==> src/rtl/pin_sense_pkg.sv <==
package pin_sense_pkg;
    typedef enum logic [1:0] {
        SNS_LOW  = 2'd0,
        SNS_FALL = 2'd1,
        SNS_RISE = 2'd2,
        SNS_BOTH = 2'd3
    } sense_t;

    localparam int REG_W      = 16;
    localparam int ADDR_W     = 3;
    localparam logic [ADDR_W-1:0] A_NMI   = 3'd0;
    localparam logic [ADDR_W-1:0] A_SENSE = 3'd2;
    localparam logic [ADDR_W-1:0] A_REQ   = 3'd4;
    localparam int NMI_LVL_BIT  = 15;
    localparam int NMI_EDGE_BIT = 8;
    localparam int NMI_FLAG_BIT = 1;
endpackage

==> src/rtl/pin_sync2.sv <==
module pin_sync2 #(
    parameter int          W       = 1,
    parameter logic [W-1:0] RST_VAL = '1
) (
    input  logic         clk,
    input  logic         rst_n,
    input  logic [W-1:0] async_i,
    output logic [W-1:0] sync_o
);
    typedef struct packed {
        logic [W-1:0] meta;
        logic [W-1:0] stable;
    } sync_st_t;

    sync_st_t st_d, st_q;

    always_comb begin
        st_d.meta   = async_i;
        st_d.stable = st_q.meta;
    end

    always_ff @(posedge clk or negedge rst_n) begin
        if (!rst_n) begin
            st_q.meta   <= RST_VAL;
            st_q.stable <= RST_VAL;
        end else begin
            st_q <= st_d;
        end
    end

    assign sync_o = st_q.stable;
endmodule

==> src/rtl/pin_sense_line.sv <==
module pin_sense_line
    import pin_sense_pkg::*;
(
    input  logic   clk,
    input  logic   rst_n,
    input  logic   sync_i,
    input  sense_t mode_i,
    input  logic   clr_i,
    output logic   flag_o
);
    typedef struct packed {
        logic prev;
        logic flag;
    } line_st_t;

    line_st_t st_d, st_q;
    logic     fall, rise, evt;

    always_comb begin
        fall = st_q.prev & ~sync_i;
        rise = ~st_q.prev & sync_i;
        unique case (mode_i)
            SNS_LOW:  evt = ~sync_i;
            SNS_FALL: evt = fall;
            SNS_RISE: evt = rise;
            default:  evt = fall | rise;
        endcase
        st_d.prev = sync_i;
        st_d.flag = evt | (st_q.flag & ~clr_i);
    end

    always_ff @(posedge clk or negedge rst_n) begin
        if (!rst_n) begin
            st_q.prev <= 1'b1;
            st_q.flag <= 1'b0;
        end else begin
            st_q <= st_d;
        end
    end

    assign flag_o = st_q.flag;

    AST_LEVEL_SETS: assert property (@(posedge clk) disable iff (!rst_n)
        (mode_i == SNS_LOW && !sync_i) |=> flag_o);
    AST_FALL_SETS: assert property (@(posedge clk) disable iff (!rst_n)
        (mode_i == SNS_FALL && st_q.prev && !sync_i) |=> flag_o);
    AST_RISE_SETS: assert property (@(posedge clk) disable iff (!rst_n)
        (mode_i == SNS_RISE && !st_q.prev && sync_i) |=> flag_o);
    AST_HOLD_UNTIL_CLR: assert property (@(posedge clk) disable iff (!rst_n)
        (flag_o && !clr_i) |=> flag_o);
    AST_SET_BEATS_CLR: assert property (@(posedge clk) disable iff (!rst_n)
        (clr_i && mode_i == SNS_LOW && !sync_i) |=> flag_o);
endmodule

==> src/rtl/pin_sense_ctrl.sv <==
module pin_sense_ctrl
    import pin_sense_pkg::*;
#(
    parameter int NUM_LINES = 8
) (
    input  logic              clk,
    input  logic              rst_n,
    input  logic [7:0]        irq_pin,
    input  logic              nmi_pin,
    input  logic [2:0]        reg_addr,
    input  logic              reg_rd,
    input  logic              reg_wr,
    input  logic [15:0]       reg_wdata,
    output logic [15:0]       reg_rdata,
    output logic [7:0]        irq_req,
    output logic              nmi_req
);
    localparam int SNS_W = 2 * NUM_LINES;

    typedef struct packed {
        logic [SNS_W-1:0]     sense;
        logic                 nmi_edge;
        logic [NUM_LINES-1:0] arm;
        logic                 nmi_arm;
    } regs_t;

    regs_t regs_d, regs_q;

    logic [NUM_LINES-1:0] pin_sync, flags, clr;
    logic                 nmi_sync, nmi_flag, nmi_clr;
    logic                 wr_req, rd_req, wr_nmi, rd_nmi, wr_sns;

    assign wr_req = reg_wr && reg_addr == A_REQ;
    assign rd_req = reg_rd && reg_addr == A_REQ;
    assign wr_nmi = reg_wr && reg_addr == A_NMI;
    assign rd_nmi = reg_rd && reg_addr == A_NMI;
    assign wr_sns = reg_wr && reg_addr == A_SENSE;

    pin_sync2 #(.W(NUM_LINES + 1), .RST_VAL('1)) u_sync (
        .clk     (clk),
        .rst_n   (rst_n),
        .async_i ({nmi_pin, irq_pin[NUM_LINES-1:0]}),
        .sync_o  ({nmi_sync, pin_sync})
    );

    for (genvar n = 0; n < NUM_LINES; n++) begin : g_line
        assign clr[n] = wr_req && !reg_wdata[n] && regs_q.arm[n];
        pin_sense_line u_line (
            .clk    (clk),
            .rst_n  (rst_n),
            .sync_i (pin_sync[n]),
            .mode_i (sense_t'(regs_q.sense[2*n +: 2])),
            .clr_i  (clr[n]),
            .flag_o (flags[n])
        );
    end

    assign nmi_clr = wr_nmi && !reg_wdata[NMI_FLAG_BIT] && regs_q.nmi_arm;

    pin_sense_line u_nmi (
        .clk    (clk),
        .rst_n  (rst_n),
        .sync_i (nmi_sync),
        .mode_i (regs_q.nmi_edge ? SNS_RISE : SNS_FALL),
        .clr_i  (nmi_clr),
        .flag_o (nmi_flag)
    );

    always_comb begin
        regs_d = regs_q;
        if (wr_sns) regs_d.sense = reg_wdata[SNS_W-1:0];
        if (wr_nmi) regs_d.nmi_edge = reg_wdata[NMI_EDGE_BIT];
        if (wr_req)      regs_d.arm = '0;
        else if (rd_req) regs_d.arm = regs_q.arm | flags;
        if (wr_nmi)      regs_d.nmi_arm = 1'b0;
        else if (rd_nmi) regs_d.nmi_arm = regs_q.nmi_arm | nmi_flag;
    end

    always_ff @(posedge clk or negedge rst_n) begin
        if (!rst_n) begin
            regs_q <= '0;
        end else begin
            regs_q <= regs_d;
        end
    end

    always_comb begin
        reg_rdata = '0;
        unique case (reg_addr)
            A_NMI: begin
                reg_rdata[NMI_LVL_BIT]  = nmi_sync;
                reg_rdata[NMI_EDGE_BIT] = regs_q.nmi_edge;
                reg_rdata[NMI_FLAG_BIT] = nmi_flag;
            end
            A_SENSE: reg_rdata[SNS_W-1:0]     = regs_q.sense;
            A_REQ:   reg_rdata[NUM_LINES-1:0] = flags;
            default: reg_rdata = '0;
        endcase
    end

    assign irq_req = flags;
    assign nmi_req = nmi_flag;

    AST_CLEAR_ONLY_BY_WRITE: assert property (@(posedge clk) disable iff (!rst_n)
        !wr_req |=> ((irq_req & $past(irq_req)) == $past(irq_req)));
    AST_NMI_CLEAR_ONLY_BY_WRITE: assert property (@(posedge clk) disable iff (!rst_n)
        (nmi_req && !wr_nmi) |=> nmi_req);
    AST_UNARMED_WRITE_KEEPS: assert property (@(posedge clk) disable iff (!rst_n)
        (wr_req && regs_q.arm == '0) |=> ((irq_req & $past(irq_req)) == $past(irq_req)));
endmodule

==> config.mk <==
export PLATFORM = sky130hd
export DESIGN_NAME = pin_sense_ctrl
export DESIGN_NICKNAME = d
export VERILOG_FILES = /design/src/rtl/pin_sense_pkg.sv /design/src/rtl/pin_sync2.sv /design/src/rtl/pin_sense_line.sv /design/src/rtl/pin_sense_ctrl.sv
export SDC_FILE = /design/constraint.sdc
export NUM_CORES = 1
export LEC_CHECK = 0
export CELL_PAD_IN_SITES_DETAIL_PLACEMENT = 1
export CELL_PAD_IN_SITES_GLOBAL_PLACEMENT = 2
export CORE_MARGIN = 2
export CORE_UTILIZATION = 35
export CTS_BUF_LIST = sky130_fd_sc_hd__clkbuf_8
export CTS_CLUSTER_SIZE = 28
export DETAILED_ROUTE_END_ITERATION = 8
export GPL_ROUTABILITY_DRIVEN = 0
export PLACE_DENSITY_LB_ADDON = 0.3
export SLEW_MARGIN = 20
export SYNTH_ARGS = -nofsm -noshare
export SYNTH_HDL_FRONTEND = slang
export SYNTH_SLANG_ARGS = --single-unit
==> constraint.sdc <==
create_clock -name clk -period 1.5 [get_ports clk]
set_input_delay 0.3 -clock clk [delete_from_list [all_inputs] [get_ports clk]]
set_output_delay 0.3 -clock clk [all_outputs]
set_load 0.03 [all_outputs]
==> flow_metrics.env <==
export IMPL_fin_crit_ps=1580
export IMPL_status="finished with violations"
export IMPL_p_switching_mw=1.25
export IMPL_hp_class="flop to flop"
export IMPL_synth_commonest_cells="35 x dfrtp_1, 27 x dfstp_2, 19 x nor2_1"
export IMPL_finalSetupViolCount=3
export IMPL_antenna_found_initial=0
export IMPL_slew_headroom_pct=77.9
export IMPL_hpwl_mm=4.77
export IMPL_antenna_left=0
export IMPL_r2r_end="g_line[1].u_line.flag_o"
export IMPL_combPwrFrac_pct=18.9
export IMPL_path_max_fanout=2
export IMPL_setup_ws_ps=-75.7
export IMPL_io_pins=57
export IMPL_final_max_slew_viol_count=0
export IMPL_cts_root_buf="clkbuf_8"
export IMPL_route_detailed_vias_per_inst=4.85
export IMPL_ys_warnings_count=0
export IMPL_pwr_share_seq_pct=47.7
export IMPL_die_y_um=94.1
export IMPL_n_fill_cell=855
export IMPL_r2r_cells=5
export IMPL_ys_top_cells_by_area="dfrtp_1 31%, dfstp_2 25%, ha_1 7.0%, mux2_4 5.3%, o211ai_1 4.2%"
export IMPL_grt_pass1_wl_mm=11.1
export IMPL_holdPathStages=0
export IMPL_async_flop_share_pct=100
export IMPL_worstMarginPinSlew_ps=332
export IMPL_crit_path_end_kind="output pin"
export IMPL_grt_pass1_vias=2193
export IMPL_synthDistinctLibCells=29
export IMPL_synth_ff_type="dfrtp_1"
export IMPL_skew_ps=8.76
export IMPL_slowest_delay_ps=560
export IMPL_synth_area_per_cell_um2=12.2
export IMPL_rsz0062_at_grt="true"
export IMPL_powerDensity_nw_per_um2=1110
export IMPL_holdCritStartpoint="u_sync.st_d[6]"
export IMPL_crit_arrival_ps=1280
export IMPL_syn_num_nets=281
export IMPL_clkLatencyLatePin_ps=340
export IMPL_cap_violations=0
export IMPL_h_tree_depth=3
export IMPL_cts_buffer_depth=2
export IMPL_syn_area_um2=2840
export IMPL_n_antenna_cell=0
export IMPL_first_iter_violations=38
export IMPL_switching_share_pct=28.5
export IMPL_start_util_pct=36.4
export IMPL_start_kind="flop"
export IMPL_cts_sinks=62
export IMPL_p_int_mw=3.14
export IMPL_peakVddDrop_v=0.000444
export IMPL_required_ps=1200
export IMPL_cts_made_buffers=9
export IMPL_worstSetupPathType="flop to output pin"
export IMPL_area_growth_pct=39.0
export IMPL_r2r_start="g_line[1].u_line.st_q[1]"
export IMPL_seq_area_frac_synth_pct=55.8
export IMPL_cts_tree="built"
export IMPL_power_mw=4.39
export IMPL_crit_chain="mux2i_2 > nor3_2 > buf_4"
export IMPL_drive_above_1_share_pct=43.8
export IMPL_port_buffers=56
export IMPL_grtUsageTotal_pct=16.7
export IMPL_synth_top_area_cell="dfrtp_1"
export IMPL_synth_edff_count=0
export IMPL_violations="setup timing"
export IMPL_avgRoutedWirePerCell_um=16.2
export IMPL_fmax_mhz=635
export IMPL_firstDrtPassIters=4
export IMPL_wirelength_mm=6.77
export IMPL_pwr_share_clk_pct=33.3
export IMPL_grt_max_degree=63
export IMPL_period_share_pct=105
export IMPL_dieArea_um2=8860
export IMPL_synth_top_area_share_pct=30.8
export IMPL_drc=0
export IMPL_fin_util_pct=50.6
export IMPL_power_leakage_nw=1.72
export IMPL_regToRegSetupSlack_ps=270
export IMPL_fp_coreArea_um2=7810
export IMPL_nets=360
export IMPL_die_x_um=94.1
export IMPL_cp_slowest_cell="dfstp_2"
export IMPL_std_cell_rows=32
export IMPL_clk_pin_slew_ps=80
export IMPL_vias=2032
export IMPL_netlist_instances=233
export IMPL_ys_ff_latch=62
export IMPL_yosysMostFrequentCell="dfrtp_1"
export IMPL_hold_path_endpoint="u_sync.sync_o[6]"
export IMPL_hold_viol=0
export IMPL_grt_overflow_total=0
metal layers:
metal	track usage (%)	wire, um	up-vias
li1	-	-	972
met5	0	0	-
met2	28.3	3470	38
met4	3.99	70	0
met3	5.78	319	8
met1	20.4	2900	1014
critical path, delay by kind of cell, from the launching register on:
family / cells / cell delay [ps]
mux: 1 / 80
flops: 1 / 560
simple gates: 1 / 110
buf+inv: 1 / 180
worst max-delay path by stage:
stage | cells after the start | end | slack (ps) | from
after floorplan | 7 | regs_q[13] | -0.5 | reg_addr[2]
after global placement | 4 | reg_rdata[13] | -480 | reg_addr[2]
after detailed placement | 4 | reg_rdata[14] | -530 | reg_addr[2]
after CTS | 4 | reg_rdata[1] | -110 | u_nmi.flag_o
after global routing | 4 | reg_rdata[1] | -130 | u_nmi.flag_o
final | 3 | reg_rdata[15] | -80 | u_sync.sync_o[8]
through the flow:
stage | setup slack (ps) | setup TNS [ps] | hold WS [ps] | instances | area, um^2
2_1_floorplan | -0.519 | -5.19 | 4.41 | 233 | 2880
3_3_place_gp | -476 | -18570 | 334 | 391 | 3560
3_5_place_dp | -533 | -19660 | 336 | 391 | 3560
4_1_cts | -111 | -337 | 342 | 415 | 3880
5_1_grt | -133 | -397 | 342 | 419 | 3950
6_report | -75.7 | -161 | 357 | 419 | 3950
state kept, by name, indices dropped and copies added, names as in the netlist:
| register | flops |
|---|---|
| regs_q | 26 |
| u_sync.st_d | 9 |
| g_line.u_line.st_q | 8 |
| u_nmi.st_q | 1 |
| u_nmi.flag_o | 1 |
| u_sync.sync_o | 9 |
| g_line.u_line.flag_o | 8 |
cell families after synthesis:
group	share of synthesized area [%]
DFF	55.8
and+or+nand+nor	9.60
AOI/OAI and AO/OA	12.1
buffers and inverters	6.07
muxes	9.46
adders and majority gates	7.04
layout by cell type (no fill, tap or decap), types with 9 or more instances in the layout:
cell type and count:
buf_4 32, buf_6 11, clkbuf_8 9, clkdlybuf4s50_1 27, dfrtp_1 28, dfstp_2 27, ha_1 16, inv_1 17
mux2_4 10, nand2_1 10, nor2_1 10, o211ai_1 16
power groups by stage:
stage          sequential [mW]  combinational [mW]  clock (mW)
3_5_place_dp              2.14               0.738           0
3_3_place_gp              2.12               0.714           0
2_1_floorplan             2.07               0.470           0
5_1_grt                   2.13               0.917        1.57
6_report                  2.10               0.832        1.46
4_1_cts                   2.10               0.812        1.51
area by class of cell:
| type | instances | area (um^2) | share of cell area (%) |
|---|---|---|---|
| flip-flops and latches | 62 | 1590 | 40.4 |
| multi-input cells | 139 | 1180 | 29.8 |
| repair buffers | 84 | 793 | 20.1 |
| well taps | 102 | 128 | 3.23 |
| clock buffers | 9 | 124 | 3.14 |
| clock inverters | 7 | 75.1 | 1.90 |
| inverters | 16 | 60.1 | 1.52 |
repair_timing:
item | in CTS | in global routing
resized for setup | 44 | 16
pin swaps | 3 | 5
setup buffers | 7 | 4
endpoints found under the setup margin | 42 | 17
endpoints found under the hold margin | 35 | 0
hold buffers | 1 | 0
Power figures use the tool's default switching activity.
